## src/rtl/alu_pkg.sv

```systemverilog
package alu_pkg;
    localparam int XLEN  = 32;
    localparam int SHW   = $clog2(XLEN);
    localparam int IMM_W = 16;
    localparam int OP_W  = 5;

    typedef enum logic [OP_W-1:0] {
        OP_ADD  = 5'd0,
        OP_ADDU = 5'd1,
        OP_SUB  = 5'd2,
        OP_SUBU = 5'd3,
        OP_AND  = 5'd4,
        OP_OR   = 5'd5,
        OP_XOR  = 5'd6,
        OP_NOR  = 5'd7,
        OP_SLT  = 5'd8,
        OP_SLTU = 5'd9,
        OP_LUI  = 5'd10,
        OP_SLL  = 5'd11,
        OP_SRL  = 5'd12,
        OP_SRA  = 5'd13,
        OP_SLLV = 5'd14,
        OP_SRLV = 5'd15,
        OP_SRAV = 5'd16
    } alu_op_e;

    typedef struct packed {
        logic [XLEN-1:0] result;
        logic            ovf;
        logic            wr_en;
    } alu_out_s;
endpackage

```

## src/rtl/alu_addsub.sv

```systemverilog
module alu_addsub #(
    parameter int W = 32
) (
    input  logic [W-1:0] a,
    input  logic [W-1:0] b,
    input  logic         sub,
    output logic [W-1:0] sum,
    output logic         ovf
);
    logic [W-1:0] b_eff;

    always_comb begin
        b_eff = sub ? ~b : b;
        sum   = a + b_eff + {{(W-1){1'b0}}, sub};
        ovf   = (a[W-1] == b_eff[W-1]) && (sum[W-1] != a[W-1]);
    end
endmodule

```

## src/rtl/alu_shift.sv

```systemverilog
module alu_shift #(
    parameter int W   = 32,
    parameter int SHW = $clog2(W)
) (
    input  logic [W-1:0]   val,
    input  logic [SHW-1:0] amt,
    input  logic           left,
    input  logic           arith,
    output logic [W-1:0]   res
);
    logic [W-1:0] stage [0:SHW];
    logic [W-1:0] rev_in;
    logic [W-1:0] rev_out;
    logic         fill;

    assign fill = arith & ~left & val[W-1];

    for (genvar k = 0; k < W; k++) begin : g_rev
        assign rev_in[k]  = val[W-1-k];
        assign rev_out[k] = stage[SHW][W-1-k];
    end

    assign stage[0] = left ? rev_in : val;

    for (genvar i = 0; i < SHW; i++) begin : g_stage
        localparam int STEP = 1 << i;
        assign stage[i+1] = amt[i] ? {{STEP{fill}}, stage[i][W-1:STEP]} : stage[i];
    end

    assign res = left ? rev_out : stage[SHW];
endmodule

```

## src/rtl/alu_logic.sv

```systemverilog
module alu_logic #(
    parameter int W = 32
) (
    input  logic [W-1:0] a,
    input  logic [W-1:0] b,
    output logic [W-1:0] and_r,
    output logic [W-1:0] or_r,
    output logic [W-1:0] xor_r,
    output logic [W-1:0] nor_r,
    output logic         lt_s,
    output logic         lt_u
);
    always_comb begin
        and_r = a & b;
        or_r  = a | b;
        xor_r = a ^ b;
        nor_r = ~(a | b);
        lt_s  = $signed(a) < $signed(b);
        lt_u  = a < b;
    end
endmodule

```

## src/rtl/alu_exec.sv

```systemverilog
module alu_exec
    import alu_pkg::*;
(
    input  logic            clk,
    input  logic            rst_n,
    input  logic [OP_W-1:0] op_i,
    input  logic [XLEN-1:0] a_i,
    input  logic [XLEN-1:0] b_i,
    input  logic [SHW-1:0]  shamt_i,
    output logic [XLEN-1:0] result_o,
    output logic            ovf_o,
    output logic            wr_en_o
);
    alu_op_e  op;
    alu_out_s out_d, out_q;

    logic [XLEN-1:0] sum_w, and_w, or_w, xor_w, nor_w, shf_w;
    logic            ovf_w, lts_w, ltu_w;
    logic            is_sub, is_var, is_left, is_arith;
    logic [SHW-1:0]  amt_w;

    assign op       = alu_op_e'(op_i);
    assign is_sub   = (op == OP_SUB) || (op == OP_SUBU);
    assign is_var   = (op == OP_SLLV) || (op == OP_SRLV) || (op == OP_SRAV);
    assign is_left  = (op == OP_SLL) || (op == OP_SLLV);
    assign is_arith = (op == OP_SRA) || (op == OP_SRAV);
    assign amt_w    = is_var ? b_i[SHW-1:0] : shamt_i;

    alu_addsub #(.W(XLEN)) u_addsub (
        .a(a_i), .b(b_i), .sub(is_sub), .sum(sum_w), .ovf(ovf_w)
    );

    alu_shift #(.W(XLEN), .SHW(SHW)) u_shift (
        .val(a_i), .amt(amt_w), .left(is_left), .arith(is_arith), .res(shf_w)
    );

    alu_logic #(.W(XLEN)) u_logic (
        .a(a_i), .b(b_i), .and_r(and_w), .or_r(or_w), .xor_r(xor_w),
        .nor_r(nor_w), .lt_s(lts_w), .lt_u(ltu_w)
    );

    always_comb begin
        out_d = '0;
        case (op)
            OP_ADD, OP_SUB: begin
                out_d.result = sum_w;
                out_d.ovf    = ovf_w;
            end
            OP_ADDU, OP_SUBU: out_d.result = sum_w;
            OP_AND:  out_d.result = and_w;
            OP_OR:   out_d.result = or_w;
            OP_XOR:  out_d.result = xor_w;
            OP_NOR:  out_d.result = nor_w;
            OP_SLT:  out_d.result = {{(XLEN-1){1'b0}}, lts_w};
            OP_SLTU: out_d.result = {{(XLEN-1){1'b0}}, ltu_w};
            OP_LUI:  out_d.result = {b_i[IMM_W-1:0], {(XLEN-IMM_W){1'b0}}};
            OP_SLL, OP_SRL, OP_SRA,
            OP_SLLV, OP_SRLV, OP_SRAV: out_d.result = shf_w;
            default: out_d.result = '0;
        endcase
        out_d.wr_en = ~out_d.ovf;
    end

    always_ff @(posedge clk or negedge rst_n) begin
        if (!rst_n) out_q <= '0;
        else        out_q <= out_d;
    end

    assign result_o = out_q.result;
    assign ovf_o    = out_q.ovf;
    assign wr_en_o  = out_q.wr_en;

    AST_RESET_CLEAR: assert property (@(posedge clk) !rst_n |=> (!rst_n |-> (result_o == '0 && !ovf_o && !wr_en_o)));
    AST_NO_TRAP_UNSIGNED: assert property (@(posedge clk) disable iff (!rst_n)
        (op_i == OP_ADDU || op_i == OP_SUBU) |=> !ovf_o);
    AST_WE_BLOCKED: assert property (@(posedge clk) disable iff (!rst_n) ovf_o |-> !wr_en_o);
    AST_NOR_RESULT: assert property (@(posedge clk) disable iff (!rst_n)
        (op_i == OP_NOR) |=> result_o == ~($past(a_i) | $past(b_i)));
    AST_SLT_ONEBIT: assert property (@(posedge clk) disable iff (!rst_n)
        (op_i == OP_SLT || op_i == OP_SLTU) |=> result_o[XLEN-1:1] == '0);
    AST_LUI_PLACE: assert property (@(posedge clk) disable iff (!rst_n)
        (op_i == OP_LUI) |=> (result_o[IMM_W-1:0] == '0 &&
                              result_o[XLEN-1:XLEN-IMM_W] == $past(b_i[IMM_W-1:0])));
    AST_SRA_SIGN: assert property (@(posedge clk) disable iff (!rst_n)
        ((op_i == OP_SRA || op_i == OP_SRAV) && a_i[XLEN-1]) |=> result_o[XLEN-1]);
    AST_UNDEF_ZERO: assert property (@(posedge clk) disable iff (!rst_n)
        (op_i > OP_SRAV) |=> (result_o == '0 && !ovf_o));
endmodule

```

## config.mk

```make
export PLATFORM = sky130hd
export DESIGN_NAME = alu_exec
export DESIGN_NICKNAME = d
export VERILOG_FILES = /design/src/rtl/alu_pkg.sv /design/src/rtl/alu_addsub.sv /design/src/rtl/alu_shift.sv /design/src/rtl/alu_logic.sv /design/src/rtl/alu_exec.sv
export SDC_FILE = /design/constraint.sdc
export NUM_CORES = 1
export LEC_CHECK = 0
export ABC_AREA = 1
export BUFFER_PORTS_ARGS = -buffer_cell sky130_fd_sc_hd__buf_2
export CAP_MARGIN = 20
export CORE_AREA = 2 2 125 127
export DETAILED_ROUTE_END_ITERATION = 7
export DIE_AREA = 0 0 127 129
export PLACE_DENSITY = 0.81
export REMOVE_ABC_BUFFERS = 1
export SLEW_MARGIN = 25
export SYNTH_ARGS = -nofsm -noshare
export SYNTH_HDL_FRONTEND = slang
export SYNTH_SLANG_ARGS = --single-unit
```

## constraint.sdc

```tcl
create_clock -name clk -period 0.8 [get_ports clk]
set_input_delay 0.16 -clock clk [delete_from_list [all_inputs] [get_ports clk]]
set_output_delay 0.16 -clock clk [all_outputs]
set_load 0.05 [all_outputs]
```

==> reports/qor.json, run 1 <==
{
  "placement": {
    "total_of_buffers_placed_on_input_and_output_ports": 109,
    "dp_cells": 2068,
    "routabilityCongestion": 1.12,
    "dp_hpwl_microns": 33400
  },
  "logic_synthesis": {
    "synth_top_area_cell": "ha_1",
    "synth_sequential_area_ratio_pct": 9.63,
    "synth_compound_area_share_pct": 15.7,
    "synth_fa_ha_area_share_pct": 18.9,
    "synth.top_cells.by_count": "nand2_1, nand3_1, inv_1, ha_1, nor2_1",
    "largest_family_of_logic_cells_by_synthesized_area": "simple AND/OR/NAND/NOR gates",
    "synth_edf_count": 0,
    "synth_async_sr_flop_share_pct": 100,
    "synth_top_area_share_pct": 18.7,
    "post_synth_main_area_contributors": "ha_1, nand3_1, nand2_1",
    "muxShareOfSynthArea_pct": 0,
    "most_frequently_used_cell_type_in_the_post_synthesis_netlist": "nand2_1",
    "synthesis.area_sq_um": 8840,
    "postSynthCellCount": 1494,
    "yosys.area_share.simple_pct": 41.7,
    "post_synth_num_cell_types": 48,
    "yosys_warnings": 0,
    "synth_xor_xnor_area_share_pct": 3.37,
    "postSynthRegisterBits": 34,
    "ys_dominant_reg_cell": "dfrtp_1",
    "synth.avg_cell_area_sq_um": 5.92
  },
  "global_routing": {
    "overflow": 130,
    "via_count_of_the_first_global_routing_pass": 16824,
    "grt_first_pass_wirelength_microns": 95600,
    "maximum_number_of_pins_on_one_net_before_global_route_repair": 35,
    "gr-usage-all-layers_pct": 74.9
  },
  "outcome": {
    "last-stage-reached": "global routing",
    "first-error": "[ERROR GRT-0116] Global routing finished with congestion. Check the congestion regions in the DRC Viewer.",
    "run_status": "aborted with a tool error"
  },
  "die": {
    "chipHeight_microns": 129,
    "die_width_microns": 127,
    "num_rows": 45,
    "initial_core_utilization_pct": 59.0,
    "io_pins": 110
  },
  "clock_network": {
    "cts_inserted_buffers": 5,
    "clockBufferDepth": 2,
    "tritoncts_num_sinks": 34,
    "clockRootBuffer": "clkbuf_16",
    "clock_tree.htree_level_count": 2
  }
}
routing by layer:
metal	GRT overflow	global-route usage [%]
met4	59	80.2
met2	67	96.3
met5	2	17.6
met3	2	54.3
met1	0	73.2
kinds of logic after synthesis:
family | after synthesis
adders and majority gates | 133
DFF | 34
buffers and inverters | 231
xor gates and xnor gates | 34
AOI/OAI and AO/OA | 226
and+or+nand+nor | 836
through the flow:
stage	setup WS (ps)	util [%]	instance area (sq um)
CTS	-1570	92.2	13800
detailed placement	-2110	81.5	12200
global placement	-2010	81.5	12200
floorplan	-2890	-	8510
timing repair:
action                                  CTS
buffers inserted                         37
hold buffers                              1
gates resized for setup                 288
hold endpoints to repair                 34
gates cloned                              5
pin swaps                                56
endpoints found under the setup margin   68
==> run 2, diff against run 1 <==
--- a/config.mk
+++ b/config.mk
@@ -8,10 +8,10 @@
 export ABC_AREA = 1
 export BUFFER_PORTS_ARGS = -buffer_cell sky130_fd_sc_hd__buf_2
 export CAP_MARGIN = 20
-export CORE_AREA = 2 2 125 127
+export CORE_AREA = 2 2 152 154
 export DETAILED_ROUTE_END_ITERATION = 7
-export DIE_AREA = 0 0 127 129
-export PLACE_DENSITY = 0.81
+export DIE_AREA = 0 0 154 156
+export PLACE_DENSITY_LB_ADDON = 0.15
 export REMOVE_ABC_BUFFERS = 1
 export SLEW_MARGIN = 25
 export SYNTH_ARGS = -nofsm -noshare
==> reports/qor.json, run 2 <==
{
  "logic_synthesis": {
    "postSynthCellCount": {"value": 1494, "change": "unchanged"},
    "synth_async_sr_flop_share": {"value": 100, "unit": "%", "change": "unchanged"},
    "synth_top_area_share": {"value": 18.7, "unit": "%", "change": "unchanged"},
    "synth.top_cells.by_count": {"value": "nand2_1, nand3_1, inv_1, ha_1, nor2_1", "change": "unchanged"},
    "post_synth_main_area_contributors": {"value": "ha_1, nand3_1, nand2_1", "change": "unchanged"},
    "synth_sequential_area_ratio": {"value": 9.63, "unit": "%", "change": "unchanged"},
    "synth_edf_count": {"value": 0, "change": "unchanged"},
    "yosys_warnings": {"value": 0, "change": "unchanged"},
    "most_frequently_used_cell_type_in_the_post_synthesis_netlist": {"value": "nand2_1", "change": "unchanged"},
    "postSynthRegisterBits": {"value": 34, "change": "unchanged"},
    "post_synth_num_cell_types": {"value": 48, "change": "unchanged"},
    "ys_dominant_reg_cell": {"value": "dfrtp_1", "change": "unchanged"},
    "synth_top_area_cell": {"value": "ha_1", "change": "unchanged"},
    "synthesis.area": {"value": 8840, "unit": "sq um", "change": "unchanged"},
    "synth.avg_cell_area": {"value": 5.92, "unit": "sq um", "change": "unchanged"}
  },
  "worst_setup_path": {
    "required_ps": 990,
    "cpPeakStageDelay_ps": 240,
    "worstPathMaxFanout": 8,
    "type_of_element_capturing_the_critical_path": "flop",
    "worst_path_dominant_cell_family": "buffers and inverters",
    "path_buf_inv": 5,
    "cells_along_the_critical_path": "buf_8 > nor2_4 > nand2_8 > buf_12 > buf_8 > xor2_4 > ha_4 > nand2_1 > nand2_2 > a31oi_1 > buf_4 > o21ai_2 > a21oi_2 > nand3b_1 > a31oi_2 > buf_4 > nand2_2",
    "worst-endpoint-arrival_ps": 2530,
    "path_depth": 17,
    "setup.worst_path.end": "result_o[25]$_DFF_PN0_",
    "worst-setup-path-type": "input pin to flop",
    "startpoint": "op_i[3]",
    "critical_path.slowest_cell": "ha_4",
    "crit_path_start_kind": "input pin"
  },
  "final_layout": {
    "filler_instances": 1903,
    "antenna_cells_inserted": 0,
    "area_delta_synth_final_pct": 79.7,
    "final_cell_mix": "buf_4, nand2_1, nand3_1, inv_1, ha_1",
    "finalNetCount": 2223,
    "layout.cells.most_common": "buf_4",
    "final_layout_size_suffix_gt1_share_pct": 48.9,
    "largest_reg_flops": 32
  },
  "placement": {
    "total_of_buffers_placed_on_input_and_output_ports": {"value": 109, "change": "unchanged"},
    "dp_hpwl": {"value": 37100, "unit": "microns", "change": "was 33,400 microns"},
    "place_ws": {"value": -2150, "unit": "ps", "change": "was -2110 ps"},
    "routabilityCongestion": {"value": 1.03, "change": "was 1.12"}
  },
  "min_path": {
    "min_path_type": "input pin to flop"
  },
  "detailed_routing": {
    "totalWireLength_microns": 47500,
    "remaining_drc_errors": 0,
    "first_iteration_detailed_routing_drc_count": 986,
    "drt-pass1-iter-count": 6,
    "drt-vias-per-instance": 5.52,
    "routed_wire_length_per_instance_microns": 20.6,
    "vias": 12699,
    "route.antenna.remaining_nets": 0
  },
  "clock_network": {
    "cts_inserted_buffers": {"value": 5, "change": "unchanged"},
    "clock_tree.htree_level_count": {"value": 2, "change": "unchanged"},
    "clockRootBuffer": {"value": "clkbuf_16", "change": "unchanged"},
    "clockBufferDepth": {"value": 2, "change": "unchanged"},
    "tritoncts_num_sinks": {"value": 34, "change": "unchanged"},
    "clk_pin_slew_ps": 70,
    "tritoncts": "done"
  },
  "global_routing": {
    "maximum_number_of_pins_on_one_net_before_global_route_repair": 35,
    "grt_antenna_before_repair": 0,
    "gr-usage-all-layers_pct": 38.0,
    "overflow": 0,
    "via_count_of_the_first_global_routing_pass": 12437,
    "grt_first_pass_wirelength_microns": 69100
  },
  "timing": {
    "fin_crit_sh_pct": 293,
    "rsz0062_at_grt": "yes",
    "worst_slew_margin_rel_pct": 56.9,
    "finalHoldViolCount": 0,
    "worst_hold_slack_ps": 263,
    "finalWorstPathRequiredPeriod_ps": 2340,
    "setup_viol_count_final": 68,
    "finalWorstSetupSlack_ps": -1540,
    "max_clock_freq_ghz": 0.427,
    "slew_viol_final": 0,
    "max_slew.worst_pin.slew_ps": 642
  },
  "job": {
    "max-cap-violations": 0
  },
  "die": {
    "floorplan.core_area_sq_um": 22400,
    "num_rows": {"value": 55, "change": "was 45"},
    "initial_core_utilization": {"value": 39.5, "unit": "%", "change": "was 59.0%"},
    "fp.dieArea_sq_um": 24000,
    "io_pins": {"value": 110, "change": "unchanged"},
    "chipHeight": {"value": 156, "unit": "microns", "change": "was 129 microns"},
    "die_width": {"value": 154, "unit": "microns", "change": "was 127 microns"}
  },
  "power": {
    "ir_drop_uv": 890,
    "pwr_density_cell_nw_per_um2": 1050,
    "p_leak_nw": 8.05,
    "power_w": 0.0167
  },
  "outcome": {
    "failed_checks": "setup timing",
    "run_status": {"value": "finished, violations left", "change": "was aborted with a tool error"}
  }
}
## run 2: cell counts after synthesis
Identical to the previous run, type by type.
## run 2: worst min path at each step
stage	startpoint	to	slack [ps]	cells past startpoint
2_1_floorplan	rst_n	ovf_o$_DFF_PN0_	-140	0
3_3_place_gp	rst_n	result_o[16]$_DFF_PN0_	160	2
3_5_place_dp	rst_n	result_o[16]$_DFF_PN0_	160	2
4_1_cts	op_i[0]	wr_en_o$_DFF_PN0_	240	4
5_1_grt	op_i[0]	wr_en_o$_DFF_PN0_	290	4
6_report	op_i[0]	wr_en_o$_DFF_PN0_	260	4
## run 2: timing repair
item | in CTS | in global routing
hold buffers | 1 | 0
hold endpoints to repair | 34 | 0
setup buffers | 39 | 28
cloned | 6 | 0
pin swaps | 108 | 138
setup endpoints to repair | 68 | 68
resized for setup | 410 | 191
## run 2: power by group
group | internal [W] | total, W | switching, W
Sequential | 0.00193 | 0.00209 | 0.000159
Combinational | 0.00541 | 0.0124 | 0.00701
Clock | 0.00124 | 0.00222 | 0.000979
## run 2: metrics by stage
stage | std cells | setup TNS, ps | instance area [sq um] | utilization (%)
2_1_floorplan | 1427 | -95570 | 8510 | -
3_3_place_gp | 2224 | -63570 | 12700 | 56.9
4_1_cts | 2275 | -53960 | 14800 | 66.2
6_report | 2300 | -54540 | 15900 | 71.0
3_5_place_dp | 2224 | -64630 | 12700 | 56.9
5_1_grt | 2300 | -58640 | 15900 | 71.0
## run 2: layout make-up
type / count / area, sq um / share of cell area, %
clock buffers: 7 / 143 / 0.898
well taps: 285 / 357 / 2.24
multi-input cells: 1229 / 9090 / 57.2
inverters: 164 / 641 / 4.03
repair buffers: 580 / 4790 / 30.2
clock inverters: 1 / 5.00 / 0.0315
flip-flops and latches: 34 / 855 / 5.38
## run 2: cell families after synthesis
kind of cell	Yosys count	synth area share [%]
DFF	34	9.63
xor gates and xnor gates	34	3.37
adders and majority gates	133	18.9
and+or+nand+nor	836	41.7
AOI/OAI and AO/OA	226	15.7
buffers and inverters	231	10.7
## run 2: worst min-delay path, delay by kind of cell
| family | cells | cell delay [ps] |
|---|---|---|
| buffers and inverters | 2 | 240 |
| AND/OR/NAND/NOR | 2 | 130 |
## run 2: routing by layer
layer	up-vias	track usage [%]	part of all wire (%)
met2	521	68.0	47
met1	5955	45.5	40
li1	6063	-	-
met4	0	17.5	6.2
met3	160	4.33	6.5
met5	-	0	0
Power figures use the tool's default switching activity.
==> run 3, diff against run 2 <==
==> constraint.sdc (replaced) <==
create_clock -name clk -period 2 [get_ports clk]
set_input_delay 0.4 -clock clk [delete_from_list [all_inputs] [get_ports clk]]
set_output_delay 0.4 -clock clk [all_outputs]
set_load 0.05 [all_outputs]
==> reports/qor.json, run 3 (same netlist as run 2, synthesis figures left out) <==
{
  "outcome": {
    "run_status": {"value": "finished, violations left", "change": "unchanged"},
    "failed_checks": {"value": "setup timing", "change": "unchanged"}
  },
  "final_layout": {
    "final_cell_mix": {"value": "buf_4, nand2_1, nand3_1, inv_1, ha_1", "change": "unchanged"},
    "filler_instances": {"value": 1928, "change": "was 1,903"},
    "seqCellArea": {"value": 851, "unit": "sq um", "change": "was 855 sq um"},
    "antenna_cells_inserted": {"value": 0, "change": "unchanged"},
    "finalInstanceArea": {"value": 15800, "unit": "sq um", "change": "was 15,900 sq um"},
    "layout.cells.most_common": {"value": "buf_4", "change": "unchanged"},
    "finalNetCount": {"value": 2218, "change": "was 2,223"},
    "area_delta_synth_final": {"value": 78.4, "unit": "%", "change": "was 79.7%"},
    "final_layout_size_suffix_gt1_share": {"value": 48.7, "unit": "%", "change": "was 48.9%"},
    "largest_reg_flops": {"value": 32, "change": "unchanged"},
    "multiInputGateArea": {"value": 9130, "unit": "sq um", "change": "was 9090 sq um"}
  },
  "detailed_routing": {
    "route.antenna.remaining_nets": {"value": 0, "change": "unchanged"},
    "wire_length_the_detailed_router_placed_on_met1": {"value": 19000, "unit": "microns", "change": "was 18,900 microns"},
    "drt-pass1-iter-count": {"value": 6, "change": "unchanged"},
    "totalWireLength": {"value": 48000, "unit": "microns", "change": "was 47,500 microns"},
    "first_iteration_detailed_routing_drc_count": {"value": 955, "change": "was 986"},
    "drt-vias-per-instance": {"value": 5.63, "change": "was 5.52"},
    "met3_routed_wirelength": {"value": 3120, "unit": "microns", "change": "was 3100 microns"},
    "vias": {"value": 12928, "change": "was 12,699"},
    "met2WireLength": {"value": 22700, "unit": "microns", "change": "was 22,500 microns"},
    "remaining_drc_errors": {"value": 0, "change": "unchanged"},
    "routed_wire_length_per_instance": {"value": 20.9, "unit": "microns", "change": "was 20.6 microns"},
    "routed.top_layer": {"value": "met4", "change": "unchanged"}
  },
  "timing": {
    "setup_viol_count_final": {"value": 34, "change": "was 68"},
    "finalWorstPathRequiredPeriod_ps": 2650,
    "finalWorstSetupSlack": {"value": -654, "unit": "ps", "change": "was -1540 ps"},
    "finalHoldViolCount": {"value": 0, "change": "unchanged"},
    "worst_slew_margin_rel": {"value": 60.2, "unit": "%", "change": "was 56.9%"},
    "max_slew.worst_pin.slew": {"value": 596, "unit": "ps", "change": "was 642 ps"},
    "max_clock_freq_ghz": 0.377,
    "fin_crit_sh_pct": 133,
    "slew_viol_final": {"value": 0, "change": "unchanged"},
    "rsz0062_at_grt": {"value": "yes", "change": "unchanged"}
  },
  "die": {
    "io_pins": {"value": 110, "change": "unchanged"},
    "floorplan.core_area": {"value": 22400, "unit": "sq um", "change": "unchanged"},
    "num_rows": {"value": 55, "change": "unchanged"},
    "chipHeight": {"value": 156, "unit": "microns", "change": "unchanged"},
    "fp.dieArea": {"value": 24000, "unit": "sq um", "change": "unchanged"},
    "initial_core_utilization": {"value": 39.5, "unit": "%", "change": "unchanged"},
    "die_width": {"value": 154, "unit": "microns", "change": "unchanged"}
  },
  "clock_network": {
    "post_cts_hold_buffer_count": {"value": 0, "change": "was 1"},
    "clockRootBuffer": {"value": "clkbuf_16", "change": "unchanged"},
    "cts_inserted_buffers": {"value": 5, "change": "unchanged"},
    "clock_tree.htree_level_count": {"value": 2, "change": "unchanged"},
    "clk_pin_slew": {"value": 70, "unit": "ps", "change": "about the same"},
    "tritoncts_num_sinks": {"value": 34, "change": "unchanged"},
    "tritoncts": {"value": "done", "change": "unchanged"},
    "clockBufferDepth": {"value": 2, "change": "unchanged"}
  },
  "power": {
    "p_seq_share": {"value": 12.2, "unit": "%", "change": "was 12.5%"},
    "p_int": {"value": 0.00334, "unit": "W", "change": "was 0.00858 W"},
    "ir_drop": {"value": 298, "unit": "uV", "change": "was 890 uV"},
    "p_sw_share": {"value": 49.6, "unit": "%", "change": "was 48.7%"},
    "p_leak": {"value": 8.09, "unit": "nW", "change": "was 8.05 nW"},
    "clock_power_share": {"value": 13.4, "unit": "%", "change": "was 13.3%"},
    "switchingPower": {"value": 0.00329, "unit": "W", "change": "was 0.00815 W"},
    "pwr_density_cell": {"value": 421, "unit": "nW/um^2", "change": "was 1050 nW/um^2"},
    "power.share.combinational": {"value": 74.4, "unit": "%", "change": "was 74.2%"}
  },
  "worst_setup_path": {
    "worst_path_dominant_cell_family": {"value": "compound AO/OA/AOI/OAI gates", "change": "was buffers and inverters"},
    "worstPathMaxFanout": {"value": 7, "change": "was 8"},
    "cpPeakStageDelay": {"value": 330, "unit": "ps", "change": "was 240 ps"},
    "path_buf_inv": {"value": 5, "change": "unchanged"},
    "cells_along_the_critical_path": {"value": "buf_8 > nor2_4 > nand2_8 > buf_16 > buf_8 > xor2_1 > ha_1 > a21oi_1 > a21boi_1 > o21a_1 > nand3_2 > buf_6 > o21ai_4 > o2111ai_2 > inv_2 > nand2_2", "change": "was buf_8 > nor2_4 > nand2_8 > buf_12 > buf_8 > xor2_4 > ha_4 > nand2_1 > nand2_2 > a31oi_1 > buf_4 > o21ai_2 > a21oi_2 > nand3b_1 > a31oi_2 > buf_4 > nand2_2"},
    "cpMostUsedCell": "buf_8",
    "required": {"value": 2190, "unit": "ps", "change": "was 990 ps"},
    "type_of_element_capturing_the_critical_path": {"value": "flop", "change": "unchanged"},
    "worst-setup-path-type": {"value": "input pin to flop", "change": "unchanged"},
    "worst-endpoint-arrival": {"value": 2840, "unit": "ps", "change": "was 2530 ps"},
    "crit_path_start_kind": {"value": "input pin", "change": "unchanged"},
    "critical_path.slowest_cell": {"value": "ha_1", "change": "was ha_4"}
  },
  "placement": {
    "routabilityCongestion": {"value": 1.03, "change": "about the same"},
    "place_ws": {"value": -1280, "unit": "ps", "change": "was -2150 ps"},
    "placedInstanceArea": {"value": 12800, "unit": "sq um", "change": "was 12,700 sq um"},
    "total_of_buffers_placed_on_input_and_output_ports": {"value": 109, "change": "unchanged"},
    "dp_hpwl": {"value": 37300, "unit": "microns", "change": "was 37,100 microns"}
  },
  "global_routing": {
    "grt_first_pass_wirelength": {"value": 68900, "unit": "microns", "change": "was 69,100 microns"},
    "maximum_number_of_pins_on_one_net_before_global_route_repair": {"value": 26, "change": "was 35"},
    "overflow": {"value": 0, "change": "unchanged"},
    "gr-usage-all-layers": {"value": 37.7, "unit": "%", "change": "was 38.0%"},
    "grt_antenna_before_repair": {"value": 0, "change": "unchanged"},
    "via_count_of_the_first_global_routing_pass": {"value": 12138, "change": "was 12,437"}
  },
  "min_path": {
    "min_path_type": {"value": "input pin to asynchronous set/reset pin", "change": "was input pin to flop"}
  },
  "job": {
    "max-cap-violations": {"value": 0, "change": "unchanged"}
  }
}
## run 3: worst paths after layout
kind                       startpoint                endpoint  slack, ps  cells after the start
max                           op_i[3]  result_o[24]$_DFF_PN0_       -650                     16
min                             rst_n  result_o[16]$_DFF_PN0_        100                      1
max in group asynchronous       rst_n  result_o[26]$_DFF_PN0_       1340                      2
min in group clk              op_i[0]       wr_en_o$_DFF_PN0_        510                      4
## run 3: power groups by stage
stage | Clock (W) | Combinational (W) | Sequential [W]
2_1_floorplan | 0 | 0.00156 | 0.00110
6_report | 0.000889 | 0.00494 | 0.000808
5_1_grt | 0.000915 | 0.00525 | 0.000812
3_5_place_dp | 0 | 0.00373 | 0.000818
3_3_place_gp | 0 | 0.00372 | 0.000818
4_1_cts | 0.000900 | 0.00430 | 0.000805
## run 3: area by class of cell
| type | count | area share [%] |
|---|---|---|
| Tap cell | 285 | 2.26 |
| Timing Repair Buffer | 575 | 29.5 |
| Sequential cell | 34 | 5.40 |
| Inverter | 164 | 4.03 |
| Clock inverter | 1 | 0.0317 |
| Multi-Input combinational cell | 1229 | 57.9 |
| Clock buffer | 7 | 0.904 |
## run 3: through the flow
stage	utilization, %	hold WS, ps	total power, W	std cells	TNS, ps
2_1_floorplan	-	104	0.00266	1427	-62930
3_3_place_gp	57.3	401	0.00454	2234	-32250
3_5_place_dp	57.3	418	0.00455	2234	-32620
4_1_cts	64.5	94.2	0.00600	2276	-16090
5_1_grt	70.5	118	0.00698	2295	-21720
6_report	70.5	97.1	0.00664	2295	-17890
## run 3: layer usage
layer	GRT usage (%)	vias up
met3	3.61	171
met1	46.4	6121
met2	65.0	570
met5	0	-
li1	-	6066
met4	20.8	0
## run 3: repair_timing
item	CTS	global route
cloned	5	2
pin swaps	83	124
gates resized for setup	289	273
setup endpoints to repair	34	34
buffers inserted	32	23
==> run 4, diff against run 3 <==
==> constraint.sdc (replaced) <==
create_clock -name clk -period 2.45 [get_ports clk]
set_input_delay 0.49 -clock clk [delete_from_list [all_inputs] [get_ports clk]]
set_output_delay 0.49 -clock clk [all_outputs]
set_load 0.05 [all_outputs]
==> reports/qor.json, run 4 (same netlist as run 2, synthesis figures left out) <==
{
  "outcome": {
    "run_status": {"value": "finished, violations left", "change": "unchanged"},
    "failed_checks": {"value": "setup timing", "change": "unchanged"}
  },
  "die": {
    "io_pins": {"value": 110, "change": "unchanged"},
    "initial_core_utilization": {"value": 39.5, "unit": "%", "change": "unchanged"},
    "num_rows": {"value": 55, "change": "unchanged"},
    "die_width": {"value": 154, "unit": "microns", "change": "unchanged"},
    "fp.dieArea": {"value": 24000, "unit": "sq um", "change": "unchanged"},
    "chipHeight": {"value": 156, "unit": "microns", "change": "unchanged"},
    "floorplan.core_area": {"value": 22400, "unit": "sq um", "change": "unchanged"}
  },
  "final_layout": {
    "layout.cells.most_common": {"value": "buf_4", "change": "unchanged"},
    "post_layout_nonfiller_instances": {"value": 2233, "change": "was 2,295"},
    "finalNetCount": {"value": 2156, "change": "was 2,218"},
    "final_layout_size_suffix_gt1_share": {"value": 41.3, "unit": "%", "change": "was 48.7%"},
    "largest_reg_flops": {"value": 32, "change": "unchanged"},
    "antenna_cells_inserted": {"value": 0, "change": "unchanged"},
    "finalInstanceArea": {"value": 14300, "unit": "sq um", "change": "was 15,800 sq um"},
    "final_cell_mix": {"value": "buf_4, nand2_1, nand3_1, inv_1, ha_1", "change": "unchanged"},
    "area_delta_synth_final": {"value": 62.1, "unit": "%", "change": "was 78.4%"}
  },
  "timing": {
    "finalHoldViolCount": {"value": 0, "change": "unchanged"},
    "slew_viol_final": {"value": 0, "change": "unchanged"},
    "finalWorstSetupSlack": {"value": -324, "unit": "ps", "change": "was -654 ps"},
    "finalWorstPathRequiredPeriod_ps": 2770,
    "fin_crit_sh_pct": 113,
    "worst_slew_margin_rel": {"value": 54.6, "unit": "%", "change": "was 60.2%"},
    "totalNegativeSetupSlack": {"value": -4980, "unit": "ps", "change": "was -17,890 ps"},
    "max_slew.worst_pin.slew": {"value": 680, "unit": "ps", "change": "was 596 ps"},
    "worst_hold_slack": {"value": 219, "unit": "ps", "change": "was 97.1 ps"},
    "setup_viol_count_final": {"value": 29, "change": "was 34"},
    "rsz0062_at_grt": {"value": "yes", "change": "unchanged"},
    "max_clock_freq_ghz": 0.360
  },
  "worst_setup_path": {
    "type_of_element_capturing_the_critical_path": {"value": "flop", "change": "unchanged"},
    "crit_path_start_kind": {"value": "input pin", "change": "unchanged"},
    "startpoint": {"value": "op_i[3]", "change": "unchanged"},
    "critical_path.slowest_cell": {"value": "ha_1", "change": "unchanged"},
    "cpPeakStageDelay": {"value": 370, "unit": "ps", "change": "was 330 ps"},
    "cells_along_the_critical_path": {"value": "buf_8 > nor2_4 > nand2_8 > buf_12 > xor2_1 > ha_1 > buf_4 > a21oi_4 > o21ai_1 > o21bai_4 > a21oi_2 > nand2_2 > o21ai_2 > o2111ai_2 > buf_6 > inv_2 > nand2_1", "change": "was buf_8 > nor2_4 > nand2_8 > buf_16 > buf_8 > xor2_1 > ha_1 > a21oi_1 > a21boi_1 > o21a_1 > nand3_2 > buf_6 > o21ai_4 > o2111ai_2 > inv_2 > nand2_2"},
    "worst-setup-path-type": {"value": "input pin to flop", "change": "unchanged"},
    "worstPathMaxFanout": {"value": 5, "change": "was 7"},
    "required": {"value": 2640, "unit": "ps", "change": "was 2190 ps"},
    "worst-endpoint-arrival": {"value": 2960, "unit": "ps", "change": "was 2840 ps"}
  },
  "detailed_routing": {
    "routed_wire_length_per_instance": {"value": 20.2, "unit": "microns", "change": "was 20.9 microns"},
    "remaining_drc_errors": {"value": 0, "change": "unchanged"},
    "totalWireLength": {"value": 45100, "unit": "microns", "change": "was 48,000 microns"},
    "first_iteration_detailed_routing_drc_count": {"value": 962, "change": "was 955"},
    "drt-vias-per-instance": {"value": 5.56, "change": "was 5.63"},
    "route.antenna.remaining_nets": {"value": 0, "change": "unchanged"},
    "drt-pass1-iter-count": {"value": 7, "change": "was 6"},
    "vias": {"value": 12415, "change": "was 12,928"}
  },
  "global_routing": {
    "grt_antenna_before_repair": {"value": 2, "change": "was 0"},
    "maximum_number_of_pins_on_one_net_before_global_route_repair": {"value": 33, "change": "was 26"},
    "overflow": {"value": 0, "change": "unchanged"},
    "gr-usage-all-layers": {"value": 36.0, "unit": "%", "change": "was 37.7%"},
    "grt_first_pass_wirelength": {"value": 65300, "unit": "microns", "change": "was 68,900 microns"},
    "via_count_of_the_first_global_routing_pass": {"value": 11482, "change": "was 12,138"}
  },
  "placement": {
    "routabilityCongestion": {"value": 0.966, "change": "was 1.03"},
    "placedInstanceArea": {"value": 12400, "unit": "sq um", "change": "was 12,800 sq um"},
    "dp_cells": {"value": 2185, "change": "was 2,234"},
    "total_of_buffers_placed_on_input_and_output_ports": {"value": 109, "change": "unchanged"},
    "dp_hpwl": {"value": 36100, "unit": "microns", "change": "was 37,300 microns"}
  },
  "clock_network": {
    "clockRootBuffer": {"value": "clkbuf_16", "change": "unchanged"},
    "tritoncts": {"value": "done", "change": "unchanged"},
    "tritoncts_num_sinks": {"value": 34, "change": "unchanged"},
    "clockBufferDepth": {"value": 2, "change": "unchanged"},
    "clk_pin_slew": {"value": 70, "unit": "ps", "change": "about the same"},
    "post_cts_hold_buffer_count": {"value": 0, "change": "unchanged"},
    "clock_tree.htree_level_count": {"value": 2, "change": "unchanged"},
    "cts_inserted_buffers": {"value": 5, "change": "unchanged"}
  },
  "power": {
    "power": {"value": 0.00500, "unit": "W", "change": "was 0.00664 W"},
    "p_leak": {"value": 7.54, "unit": "nW", "change": "was 8.09 nW"},
    "pwr_density_cell": {"value": 349, "unit": "nW/um^2", "change": "was 421 nW/um^2"},
    "ir_drop": {"value": 253, "unit": "uV", "change": "was 298 uV"}
  },
  "min_path": {
    "min_path_type": {"value": "input pin to asynchronous set/reset pin", "change": "unchanged"}
  },
  "job": {
    "max-cap-violations": {"value": 0, "change": "unchanged"}
  }
}
==> run 4: worst max-delay path: cells and delay by family <==
family / cells / cell delay, ps
AOI/OAI and AO/OA: 6 / 920
and+or+nand+nor: 4 / 390
buffers and inverters: 5 / 630
xor gates and xnor gates: 1 / 150
adders and majority gates: 1 / 370
==> run 4: cell type report <==
type	instances	area (sq um)
inverters	164	629
clock buffers	7	143
flip-flops and latches	34	851
fillers	2153	8040
multi-input cells	1229	8280
repair buffers	513	4070
well taps	285	357
clock inverters	1	5.00
==> run 4: routing by layer <==
layer | share of wire, % | GRT usage, % | up-vias
li1 | - | - | 5946
met1 | 41 | 45.0 | 5836
met2 | 47 | 62.4 | 507
met3 | 6.4 | 4.36 | 122
met4 | 5.4 | 15.6 | 4
met5 | 0.058 | 0 | -
==> run 4: report_power, final <==
part           total [W]  switching (W)  internal [W]
sequential      0.000655      0.0000281      0.000627
combinational    0.00362        0.00212       0.00149
clock           0.000724       0.000318      0.000406
total            0.00500        0.00247       0.00253
==> run 4: worst max path at each step <==
stage                                         to  slack, ps  depth (start not counted)
after global placement    result_o[20]$_DFF_PN0_       -810                         17
after floorplan            result_o[8]$_DFF_PN0_      -1570                         11
final                     result_o[22]$_DFF_PN0_       -320                         17
after global routing      result_o[20]$_DFF_PN0_       -380                         19
after detailed placement  result_o[20]$_DFF_PN0_       -860                         17
after CTS                 result_o[19]$_DFF_PN0_       -290                         17
==> run 4: through the flow <==
stage	util [%]	setup WS, ps
after floorplan	-	-1570
after global placement	55.6	-808
after detailed placement	55.6	-857
after CTS	59.9	-285
after global routing	64.1	-383
final	64.1	-324
==> run 4: repair_timing <==
item | in CTS | in global routing
buffers inserted | 21 | 19
cloned | 2 | 5
gates resized for setup | 199 | 176
pin swaps | 53 | 79
setup endpoints to repair | 28 | 34
